--- src/rtl/pll_lock_detect.sv ---
module pll_lock_detect #(
  parameter int LOCK_LOG2 = 16,
  parameter int ERR_W     = 8,
  parameter int UNL_W     = 15
) (
  input  logic             clk,
  input  logic             rst_n,
  input  logic             ref_stb,
  input  logic             fb_stb,
  input  logic [ERR_W-1:0] win_thresh,
  input  logic [UNL_W:0]   unlock_limit,
  output logic             locked,
  output logic             lock_evt,
  output logic             unlock_evt
);

  localparam logic [ERR_W-1:0]     CNT_MAX   = '1;
  localparam logic [LOCK_LOG2-1:0] GOOD_LAST = '1;
  localparam logic [UNL_W:0]       UNL_MAX   = {1'b1, {UNL_W{1'b0}}};

  logic                 busy, lead_ref;
  logic [ERR_W-1:0]     cnt;
  logic [LOCK_LOG2-1:0] good_cnt;
  logic [UNL_W:0]       bad_cnt;
  logic [UNL_W:0]       eff_limit;
  logic [UNL_W+1:0]     bad_next;

  wire lead_hit  = busy & (lead_ref ? ref_stb : fb_stb);
  wire close     = busy & (lead_ref ? fb_stb : ref_stb);
  wire repeat_ld = lead_hit & ~close;
  wire timeout   = busy & ~close & ~repeat_ld & (cnt == CNT_MAX);
  wire same_cyc  = ~busy & ref_stb & fb_stb;
  wire cmp_valid = same_cyc | close | repeat_ld | timeout;
  wire cmp_good  = same_cyc | (close & (cnt <= win_thresh));

  assign eff_limit = (unlock_limit == '0)    ? {{UNL_W{1'b0}}, 1'b1} :
                     (unlock_limit > UNL_MAX) ? UNL_MAX : unlock_limit;
  assign bad_next  = {1'b0, bad_cnt} + 1'b1;

  always_ff @(posedge clk or negedge rst_n) begin
    if (!rst_n) begin
      busy     <= 1'b0;
      lead_ref <= 1'b0;
      cnt      <= '0;
    end else if (!busy) begin
      if (ref_stb ^ fb_stb) begin
        busy     <= 1'b1;
        lead_ref <= ref_stb;
        cnt      <= {{(ERR_W-1){1'b0}}, 1'b1};
      end
    end else if (close || timeout) begin
      busy <= 1'b0;
      cnt  <= '0;
    end else if (repeat_ld) begin
      cnt <= {{(ERR_W-1){1'b0}}, 1'b1};
    end else begin
      cnt <= cnt + 1'b1;
    end
  end

  always_ff @(posedge clk or negedge rst_n) begin
    if (!rst_n) begin
      locked     <= 1'b0;
      lock_evt   <= 1'b0;
      unlock_evt <= 1'b0;
      good_cnt   <= '0;
      bad_cnt    <= '0;
    end else begin
      lock_evt   <= 1'b0;
      unlock_evt <= 1'b0;
      if (cmp_valid) begin
        if (!locked) begin
          if (!cmp_good) begin
            good_cnt <= '0;
          end else if (good_cnt == GOOD_LAST) begin
            locked   <= 1'b1;
            lock_evt <= 1'b1;
            good_cnt <= '0;
          end else begin
            good_cnt <= good_cnt + 1'b1;
          end
        end else if (!cmp_good) begin
          if (bad_next >= {1'b0, eff_limit}) begin
            locked     <= 1'b0;
            unlock_evt <= 1'b1;
            bad_cnt    <= '0;
          end else begin
            bad_cnt <= bad_next[UNL_W:0];
          end
        end
      end
    end
  end

  a_r5_lock_evt_one_wide: assert property (@(posedge clk) disable iff (!rst_n)
    lock_evt |=> !lock_evt);
  a_r5_unlock_evt_one_wide: assert property (@(posedge clk) disable iff (!rst_n)
    unlock_evt |=> !unlock_evt);
  a_r5_rise_has_evt: assert property (@(posedge clk) disable iff (!rst_n)
    $rose(locked) |-> lock_evt && !unlock_evt);
  a_r6_fall_has_evt: assert property (@(posedge clk) disable iff (!rst_n)
    $fell(locked) |-> unlock_evt && !lock_evt);
  a_r3_run_idle_when_locked: assert property (@(posedge clk) disable iff (!rst_n)
    locked |-> good_cnt == '0);
  a_r6_tally_idle_when_unlocked: assert property (@(posedge clk) disable iff (!rst_n)
    !locked |-> bad_cnt == '0);
  a_r8_timeout_ends_cmp: assert property (@(posedge clk) disable iff (!rst_n)
    timeout |=> !busy);

endmodule

--- config.mk ---
export PLATFORM = sky130hd
export DESIGN_NAME = pll_lock_detect
export DESIGN_NICKNAME = d
export VERILOG_FILES = /design/src/rtl/pll_lock_detect.sv
export SDC_FILE = /design/constraint.sdc
export NUM_CORES = 1
export LEC_CHECK = 0
export ABC_AREA = 1
export BUFFER_PORTS_ARGS = -buffer_cell sky130_fd_sc_hd__buf_4
export CAP_MARGIN = 20
export CORE_MARGIN = 5
export CORE_UTILIZATION = 65
export CTS_CLUSTER_DIAMETER = 200
export DETAILED_ROUTE_END_ITERATION = 8
export GPL_TIMING_DRIVEN = 0
export HOLD_SLACK_MARGIN = 0.12
export PLACE_DENSITY = 0.91
export SLEW_MARGIN = 40
export SYNTH_ARGS = -nofsm -noshare
export SYNTH_HDL_FRONTEND = slang
export SYNTH_SLANG_ARGS = --single-unit
export TNS_END_PERCENT = 30
--- constraint.sdc ---
create_clock -name clk -period 7.3 [get_ports clk]
set_clock_uncertainty 0.2 [all_clocks]
set_input_delay 0.365 -clock clk [delete_from_list [all_inputs] [get_ports clk]]
set_output_delay 0.365 -clock clk [all_outputs]
set_load 0.01 [all_outputs]
==> results of run 1 <==
[registers in the layout, summed over array words and instances, names as in the netlist]
name        cells
lead_ref        1
bad_cnt        16
unlock_evt      1
cnt             8
locked          1
lock_evt        1
busy            1
good_cnt       16
[metrics by stage]
stage | worst slack (ns) | power, mW
3_5_place_dp | 3.94 | 0.427
2_1_floorplan | 4.49 | 0.379
6_report | 3.86 | 0.622
3_3_place_gp | 4.05 | 0.418
4_1_cts | 3.89 | 0.622
5_1_grt | 3.62 | 0.654
[kinds of logic (layout without fill, tap and decap cells)]
| kind of cell | after synthesis | count (layout) | share of synthesized area [%] |
|---|---|---|---|
| flops | 45 | 45 | 32.4 |
| compound gates | 40 | 40 | 6.54 |
| fa+ha+maj | 27 | 27 | 9.71 |
| xor+xnor | 23 | 23 | 6.00 |
| simple gates | 278 | 278 | 36.1 |
| buf+inv | 78 | 117 | 9.27 |
[layer usage]
layer	up-vias	share of wire, %	global-route usage, %
met3	22	4.8	4.46
met5	-	0	0
met4	0	2.3	9.36
li1	1637	-	-
met2	96	50	39.1
met1	1475	43	28.3
[cell usage in the layout, fill, tap and decap left out, types with 3 or more instances in the layout]
| cell type | count |
|---|---|
| a21oi_1 | 13 |
| buf_2 | 3 |
| buf_4 | 31 |
| buf_6 | 3 |
| clkbuf_8 | 6 |
| dfrtp_1 | 45 |
| ha_1 | 27 |
| inv_1 | 65 |
| inv_2 | 4 |
| nand2_1 | 138 |
| nand2_2 | 8 |
| nand3_1 | 28 |
| nand4_1 | 15 |
| nor2_1 | 61 |
| nor2_2 | 3 |
| nor3_1 | 4 |
| nor3_2 | 6 |
| nor4_1 | 3 |
| o21ai_0 | 13 |
| o21ai_1 | 6 |
| xnor2_1 | 4 |
| xor2_1 | 18 |
[path summary, 6_finish.rpt]
check	endpoint	start	cells past startpoint
worst min register to register	bad_cnt[14]	bad_cnt[14]	2
worst max-delay path	bad_cnt[4]	bad_cnt[0]	19
worst max register to register	bad_cnt[4]	bad_cnt[0]	19
min in group asynchronous	good_cnt[14]	rst_n	2
worst min-delay path	lead_ref	ref_stb	3
max in group asynchronous	bad_cnt[11]	rst_n	2
[cell usage after synthesis (6+ instances only)]
| cell type | n | area [um^2] |
|---|---|---|
| nor3_2 | 6 | 60.1 |
| nand2_2 | 8 | 50.1 |
| dfrtp_1 | 45 | 1130 |
| nor2_1 | 61 | 229 |
| nand2_1 | 138 | 518 |
| xor2_1 | 18 | 158 |
| inv_1 | 65 | 244 |
| nand3_1 | 28 | 140 |
| o21ai_1 | 6 | 30.0 |
| o21ai_0 | 13 | 65.1 |
| nand4_1 | 15 | 93.8 |
| ha_1 | 27 | 338 |
| a21oi_1 | 13 | 65.1 |
[report_power, final]
part	switching, mW	internal (mW)
clock network	0.0866	0.112
registers	0.0154	0.263
logic	0.0948	0.0514
[layout make-up]
class,count,area (um^2)
plain buffers,8,60.1
clock buffers,7,86.3
clock inverters,1,30.0
fillers,382,1220
inverters,70,263
multi-input cells,368,2030
flip-flops and latches,45,1130
well taps,70,87.6
repair buffers,31,235
[worst max-delay path, stage by stage (launching register included)]
cell	delay, ns
dfrtp_1	0.44
ha_1	0.23
nand2_2	0.09
nor2_4	0.11
nand2_2	0.09
or2_4	0.26
nor2_4	0.10
xor2_2	0.16
inv_1	0.06
ha_1	0.29
nand2_1	0.06
inv_1	0.06
nand2_1	0.09
nor3b_1	0.30
nand2_1	0.21
nand3_2	0.21
buf_6	0.16
nor2_1	0.06
nand2_1	0.08
nand2_1	0.05
[repair_timing]
item,CTS,global route
hold buffers,1,0
setup buffers,0,0
hold endpoints to repair,45,0
endpoints found under the setup margin,0,0
==> qor.csv, run 1 <==
metric,value,unit
status,finished clean,
VDD IR-drop max,160,uV
Pwr Density,159,nW/um^2
Initial Util,67.7,%
synthesized net count,546,
initial antenna violation count,0,
signal arrival time at the worst endpoint,3.44,ns
yosys warns,0,
# rows,26,
Period minus WS final,3.44,ns
P&R area growth vs syn,12.6,%
Fin Hold WS,0.144,ns
top_reg_cell synth,dfrtp_1,
"Max FO, Critical Path",10,
Slew Limit Fails,0,
grt ovf,0,
total vias in the final route,3230,
DRT iter0 DRCs,157,
DP Area,3790,um^2
Post-Route Utilization,76.3,%
post-DP HPWL,5.75,mm
worst-margin pin slew,0.567,ns
Syn Area/Cell,7.09,um^2
CTS Buf Count,5,
IO buf count,30,
Avg Vias per Cell,5.38,
fraction of registers with async set/reset,100,%
number of synthesized flops with an enable pin,0,
CTS resizes,0,
largest net degree at the start of global routing,46,
mapped cell area,3480,um^2
H-Tree Depth,2,
crit start category,flip-flop,
"FF+latch count, synth",45,
unrepaired setup endpoints after global routing,no,
Die W,83.2,um
register area share after synthesis,32.4,%
slew margin rel.,62.2,%
post-route ant nets,0,
worst hold path class,primary input to flip-flop,
vias in the first global route,3192,
Yosys cell types,38,
final setup TNS,0,ns
CTS root buf,clkbuf_8,
Leak Pwr,2.06,nW
Worst-Skew Late Latency,0.30,ns
die area,6920,um^2
routed wire length,7.53,mm
die height,83.2,um
clock tree buffer depth,2,
Post-Place Cells,591,
Clock transition at path regs,0.09,ns
r2r setup slk,3.86,ns
Post-Layout Cell Count,600,
Final GP Congestion,0.895,
I/O Pins,31,
crit end category,flip-flop,
Syn Inst Count,491,
nets,584,
clk sinks,45,
cell area after layout,3920,um^2
MaxCap Viol Count,0,
drt wl/cell,12.6,um
"Hold Violations, Final",0,
CTS tree,built,
Ant. Diodes,0,
gr usage total,22.9,%
first-pass GRT wire length,13.5,mm
CP Class,flip-flop to flip-flop,
proportion of layout cells with a drive suffix above 1,14.0,%
part of the cycle the worst path needs,47.1,%
core footprint,5140,um^2
Critical Path RT,7.30,ns
final setup fails,0,
Pre-antenna DRT Iters,5,
drc violations,0,
fmax,291,MHz
Note: power is estimated with default switching activity, not from simulation.
==> run 2, diff against run 1 <==
Settings changed: CORE_UTILIZATION 65 to 60, PLACE_DENSITY 0.91 to 0.85.
Clock period 7.3 ns to 3.55 ns, I/O delays scaled along.
==> qor.csv, run 2 (same netlist as run 1, synthesis figures left out) <==
metric,value,unit
status,finished clean,
Slew Limit Fails,0,
Gate power share,22.9,%
Avg Vias per Cell,5.35,
CTS tree,built,
clk sinks,45,
internal cell power,0.927,mW
grt ovf,0,
DRT iter0 DRCs,208,
Post-Route Utilization,71.3,%
final setup fails,0,
Pre-antenna DRT Iters,5,
register area,1130,um^2
Die W,86.2,um
Period minus WS final,3.24,ns
CTS Buf Count,5,
H-Tree Depth,2,
P&R area growth vs syn,14.2,%
Worst path max stage delay,0.42,ns
worst-margin pin slew,0.552,ns
crit end category,flip-flop,
total vias in the final route,3230,
post-DP HPWL,5.87,mm
routed length on met2,3.86,mm
"Max FO, Critical Path",10,
Final GP Congestion,0.932,
CP Class,flip-flop to flip-flop,
P_sw,0.398,mW
largest net degree at the start of global routing,46,
reg-to-reg startpoint,bad_cnt[0],
power share of the sequential group,43.0,%
Clock Power Share,34.2,%
IO buf count,30,
CP Depth,21,
drt wl/cell,12.6,um
area of the multi-input gates,2050,um^2
die area,7420,um^2
signal arrival time at the worst endpoint,3.28,ns
Critical Path RT,3.59,ns
registers with the most flip-flops,"bad_cnt: 16 flops, good_cnt: 16 flops, cnt: 8 flops",
CP max-delay cell,dfrtp_2,
r2r worst-path depth,21,
Net Sw Frac,30.0,%
clock tree buffer depth,2,
met3 wire length,372,um
Leak Pwr,2.08,nW
max layer used,met4,
WL met1,3.34,mm
worst hold path class,primary input to asynchronous set/reset pin,
VDD IR-drop max,298,uV
part of the cycle the worst path needs,91.3,%
Ant. Diodes,0,
Worst-Skew Late Latency,0.30,ns
routed wire length,7.62,mm
fmax,308,MHz
nets,586,
# rows,27,
Top Family by Delay on Critical Path,simple AND/OR/NAND/NOR gates,
slew margin rel.,63.2,%
proportion of layout cells with a drive suffix above 1,14.7,%
initial antenna violation count,0,
first-pass GRT wire length,13.0,mm
fill count,452,
vias in the first global route,3008,
crit start category,flip-flop,
"most used cell, CP",nand2_1,
core footprint,5570,um^2
"commonest non-fill, non-tap cell in the layout",nand2_1,
Pwr Density,333,nW/um^2
r2r setup slk,0.31,ns
Critical path origin,bad_cnt[0],
crit path cell chain,"ha_1, nand2_2, nor2_4, nand2_2, or2_4, nor2_4, xor2_2, inv_1, ha_1, nand2_1, inv_1, nand2_1, nor2_1, nor2_1, nand2_1, nand2_2, nand3_4, buf_6, nor2_1, nand2_1, nand2_1",
gr usage total,21.5,%
most frequent cells in the layout,"137 x nand2_1, 65 x inv_1, 61 x nor2_1",
Overall Power,1.32,mW
post-route ant nets,0,
drc violations,0,
I/O Pins,31,
"Hold Violations, Final",0,
CTS root buf,clkbuf_8,
Initial Util,62.4,%
die height,86.2,um
Critical R2R Capture,bad_cnt[4],
MaxCap Viol Count,0,
CP Capture Point,bad_cnt[4],
buffers plus inverters on the worst setup path,3,
Clock transition at path regs,0.08,ns
==> run 2: worst min-delay path by stage <==
stage	endpoint	from	slack, ns	depth (start not counted)
floorplan	bad_cnt[0]	rst_n	-0.32	0
global placement	good_cnt[3]	rst_n	0.005	1
detailed placement	good_cnt[3]	rst_n	0.009	1
CTS	good_cnt[3]	rst_n	0.23	2
global route	good_cnt[4]	rst_n	0.27	2
finish	good_cnt[4]	rst_n	0.23	2
==> run 2: timing repair <==
item / in CTS / in global routing
setup endpoints to repair: 0 / 10
endpoints found under the hold margin: 48 / 0
hold buffers: 3 / 0
setup buffers: 0 / 0
resized for setup: 0 / 4
==> run 2: cell type report <==
class / count / area share (%)
clock inverters: 3 / 1.64
multi-input cells: 368 / 51.5
repair buffers: 33 / 6.42
inverters: 70 / 6.61
flip-flops and latches: 45 / 28.4
plain buffers: 8 / 1.51
well taps: 72 / 2.27
clock buffers: 5 / 1.73
==> run 2: power by group through the flow <==
| stage | Clock, mW | Combinational, mW | Sequential [mW] |
|---|---|---|---|
| 2_1_floorplan | 0 | 0.207 | 0.572 |
| 3_3_place_gp | 0 | 0.285 | 0.576 |
| 3_5_place_dp | 0 | 0.296 | 0.578 |
| 4_1_cts | 0.463 | 0.300 | 0.568 |
| 5_1_grt | 0.489 | 0.345 | 0.574 |
| 6_report | 0.453 | 0.303 | 0.569 |
==> run 2: metal layers <==
metal,up-vias,GRT usage (%)
met2,75,37.3
li1,1643,-
met4,0,5.04
met5,-,0
met1,1508,28.1
met3,4,3.07
==> run 2: worst reg2reg max path, delay by kind of cell, from the launching register on <==
kind,cells,cell delay (ns)
xor gates and xnor gates,1,0.17
adders and majority gates,2,0.51
buffers and inverters,3,0.29
DFF,1,0.42
and+or+nand+nor,15,1.61
==> run 2: through the flow <==
stage	TNS, ns	instance area (um^2)	setup WS, ns	cells	hold WS, ns
3_5_place_dp	0	3800	0.247	593	0.00877
4_1_cts	0	3960	0.188	604	0.234
5_1_grt	-0.0376	3980	-0.0376	604	0.275
3_3_place_gp	0	3800	0.300	593	0.00485
2_1_floorplan	0	3480	0.736	491	-0.318
6_report	0	3980	0.308	604	0.226
==> run 3, diff against run 2 <==
Settings changed: CORE_MARGIN 5 to 4.
==> qor.csv, run 3 (same netlist as run 1, synthesis figures left out) <==
metric,value,unit
DP Area,3800,um^2
register area,1130,um^2
fmax,309,MHz
Pwr Density,312,nW/um^2
Final GP Congestion,0.883,
post-route ant nets,0,
Net Sw Frac,32.9,%
CTS root buf,clkbuf_8,
DRT iter0 DRCs,204,
I/O Pins,31,
area of the multi-input gates,2030,um^2
Ant. Diodes,0,
"most used cell, CP",nand2_1,
MaxCap Viol Count,0,
Leak Pwr,2.07,nW
Initial Util,62.4,%
P&R area growth vs syn,13.1,%
Avg Vias per Cell,5.32,
first-pass GRT wire length,13.6,mm
CTS Buf Count,5,
"commonest non-fill, non-tap cell in the layout",nand2_1,
total vias in the final route,3221,
drt wl/cell,12.5,um
fill count,465,
Clock transition at path regs,0.08,ns
IO buf count,30,
slew margin rel.,62.9,%
crit path cell chain,"ha_1, nand2_2, nor2_4, nand2_2, or2_4, nor2_4, xor2_2, inv_1, ha_1, a21oi_1, nand2_1, nor2_1, nand2_1, nand2_1, nand3_2, buf_6, nor2_1, nand2_1, nand2_1",
post-DP HPWL,5.82,mm
buffers plus inverters on the worst setup path,2,
Overall Power,1.23,mW
"Max FO, Critical Path",10,
final worst setup slack,0.310,ns
part of the cycle the worst path needs,91.3,%
"Hold Violations, Final",0,
clock tree buffer depth,2,
final setup TNS,0,ns
nets,587,
power share of the sequential group,46.5,%
Top Family by Delay on Critical Path,simple AND/OR/NAND/NOR gates,
# rows,27,
CP max-delay cell,dfrtp_2,
final setup fails,0,
unrepaired setup endpoints after global routing,no,
internal cell power,0.824,mW
crit start category,flip-flop,
proportion of layout cells with a drive suffix above 1,14.4,%
grt ovf,0,
Clock Power Share,28.4,%
Worst-Skew Late Latency,0.30,ns
H-Tree Depth,2,
r2r worst-path depth,19,
Worst path max stage delay,0.42,ns
clk sinks,45,
registers with the most flip-flops,"bad_cnt: 16 flops, good_cnt: 16 flops, cnt: 8 flops",
Slew Limit Fails,0,
signal arrival time at the worst endpoint,3.28,ns
routed wire length,7.58,mm
worst-margin pin slew,0.556,ns
largest net degree at the start of global routing,46,
cell area after layout,3940,um^2
Setup WS pre-CTS,0.257,ns
die height,84.2,um
most frequent cells in the layout,"138 x nand2_1, 65 x inv_1, 61 x nor2_1",
Pre-antenna DRT Iters,5,
VDD IR-drop max,265,uV
CP Class,flip-flop to flip-flop,
Post-Layout Cell Count,605,
status,finished clean,
Critical Path RT,3.59,ns
vias in the first global route,3162,
Gate power share,25.1,%
CTS tree,built,
drc violations,0,
gr usage total,22.7,%
Post-Place Cells,593,
CP Depth,19,
Die W,84.2,um
initial antenna violation count,0,
worst hold path class,primary input to asynchronous set/reset pin,
Period minus WS final,3.24,ns
die area,7080,um^2
core footprint,5570,um^2
P_sw,0.404,mW
crit end category,flip-flop,
-- run 3: cell count changes in the layout (fill, tap and decap cells not counted) --
| cell | change |
|---|---|
| nand3_4 | -1 |
| buf_4 | +1 |
| clkbuf_8 | +2 |
| nor3b_2 | -1 |
| nor3b_1 | +1 |
| nand3_2 | +1 |
| nand2_1 | +1 |
| nand2_2 | -1 |
| bufinv_16 | -2 |
-- run 3: metal layers --
metal	vias to the layer above	global-route usage, %	routed length, um
li1	1643	-	-
met1	1498	28.3	3360
met2	69	41.0	3840
met3	11	3.14	284
met4	0	6.29	98
met5	-	0	0
-- run 3: final timing paths --
kind	startpoint	endpoint	slack (ns)
min in group clk	unlock_limit[15]	bad_cnt[2]	0.25
setup reg to reg	bad_cnt[0]	bad_cnt[10]	0.31
setup / recovery	bad_cnt[0]	bad_cnt[10]	0.31
hold reg to reg	bad_cnt[14]	bad_cnt[14]	0.28
hold / removal	rst_n	good_cnt[3]	0.21
max in group asynchronous	rst_n	bad_cnt[0]	2.53
-- run 3: cell type report --
type                            instances  area share [%]
Buffer                                  8            1.53
Clock buffer                            7            2.45
Clock inverter                          1           0.127
Inverter                               70            6.68
Multi-Input combinational cell        368            51.6
Sequential cell                        45            28.6
Tap cell                               72            2.29
Timing Repair Buffer                   34            6.68
-- run 3: through the flow --
stage | utilization, % | hold WS, ns
final | 70.6 | 0.207
after global routing | 70.6 | 0.269
after CTS | 70.5 | 0.230
after detailed placement | 68.1 | 0.00892
after global placement | 68.1 | 0.00541
after floorplan | - | -0.318
-- run 3: repair_timing --
action	4_1_cts	5_1_grt
endpoints found under the hold margin	48	0
hold buffers	3	0
setup endpoints to repair	0	11
resized for setup	0	1
setup buffers	0	1
-- run 3: power groups by stage --
| stage | Clock (mW) | Sequential [mW] | Combinational, mW |
|---|---|---|---|
| 2_1_floorplan | 0 | 0.572 | 0.207 |
| 3_3_place_gp | 0 | 0.576 | 0.285 |
| 3_5_place_dp | 0 | 0.579 | 0.300 |
| 4_1_cts | 0.354 | 0.569 | 0.308 |
| 5_1_grt | 0.376 | 0.574 | 0.354 |
| 6_report | 0.348 | 0.571 | 0.308 |
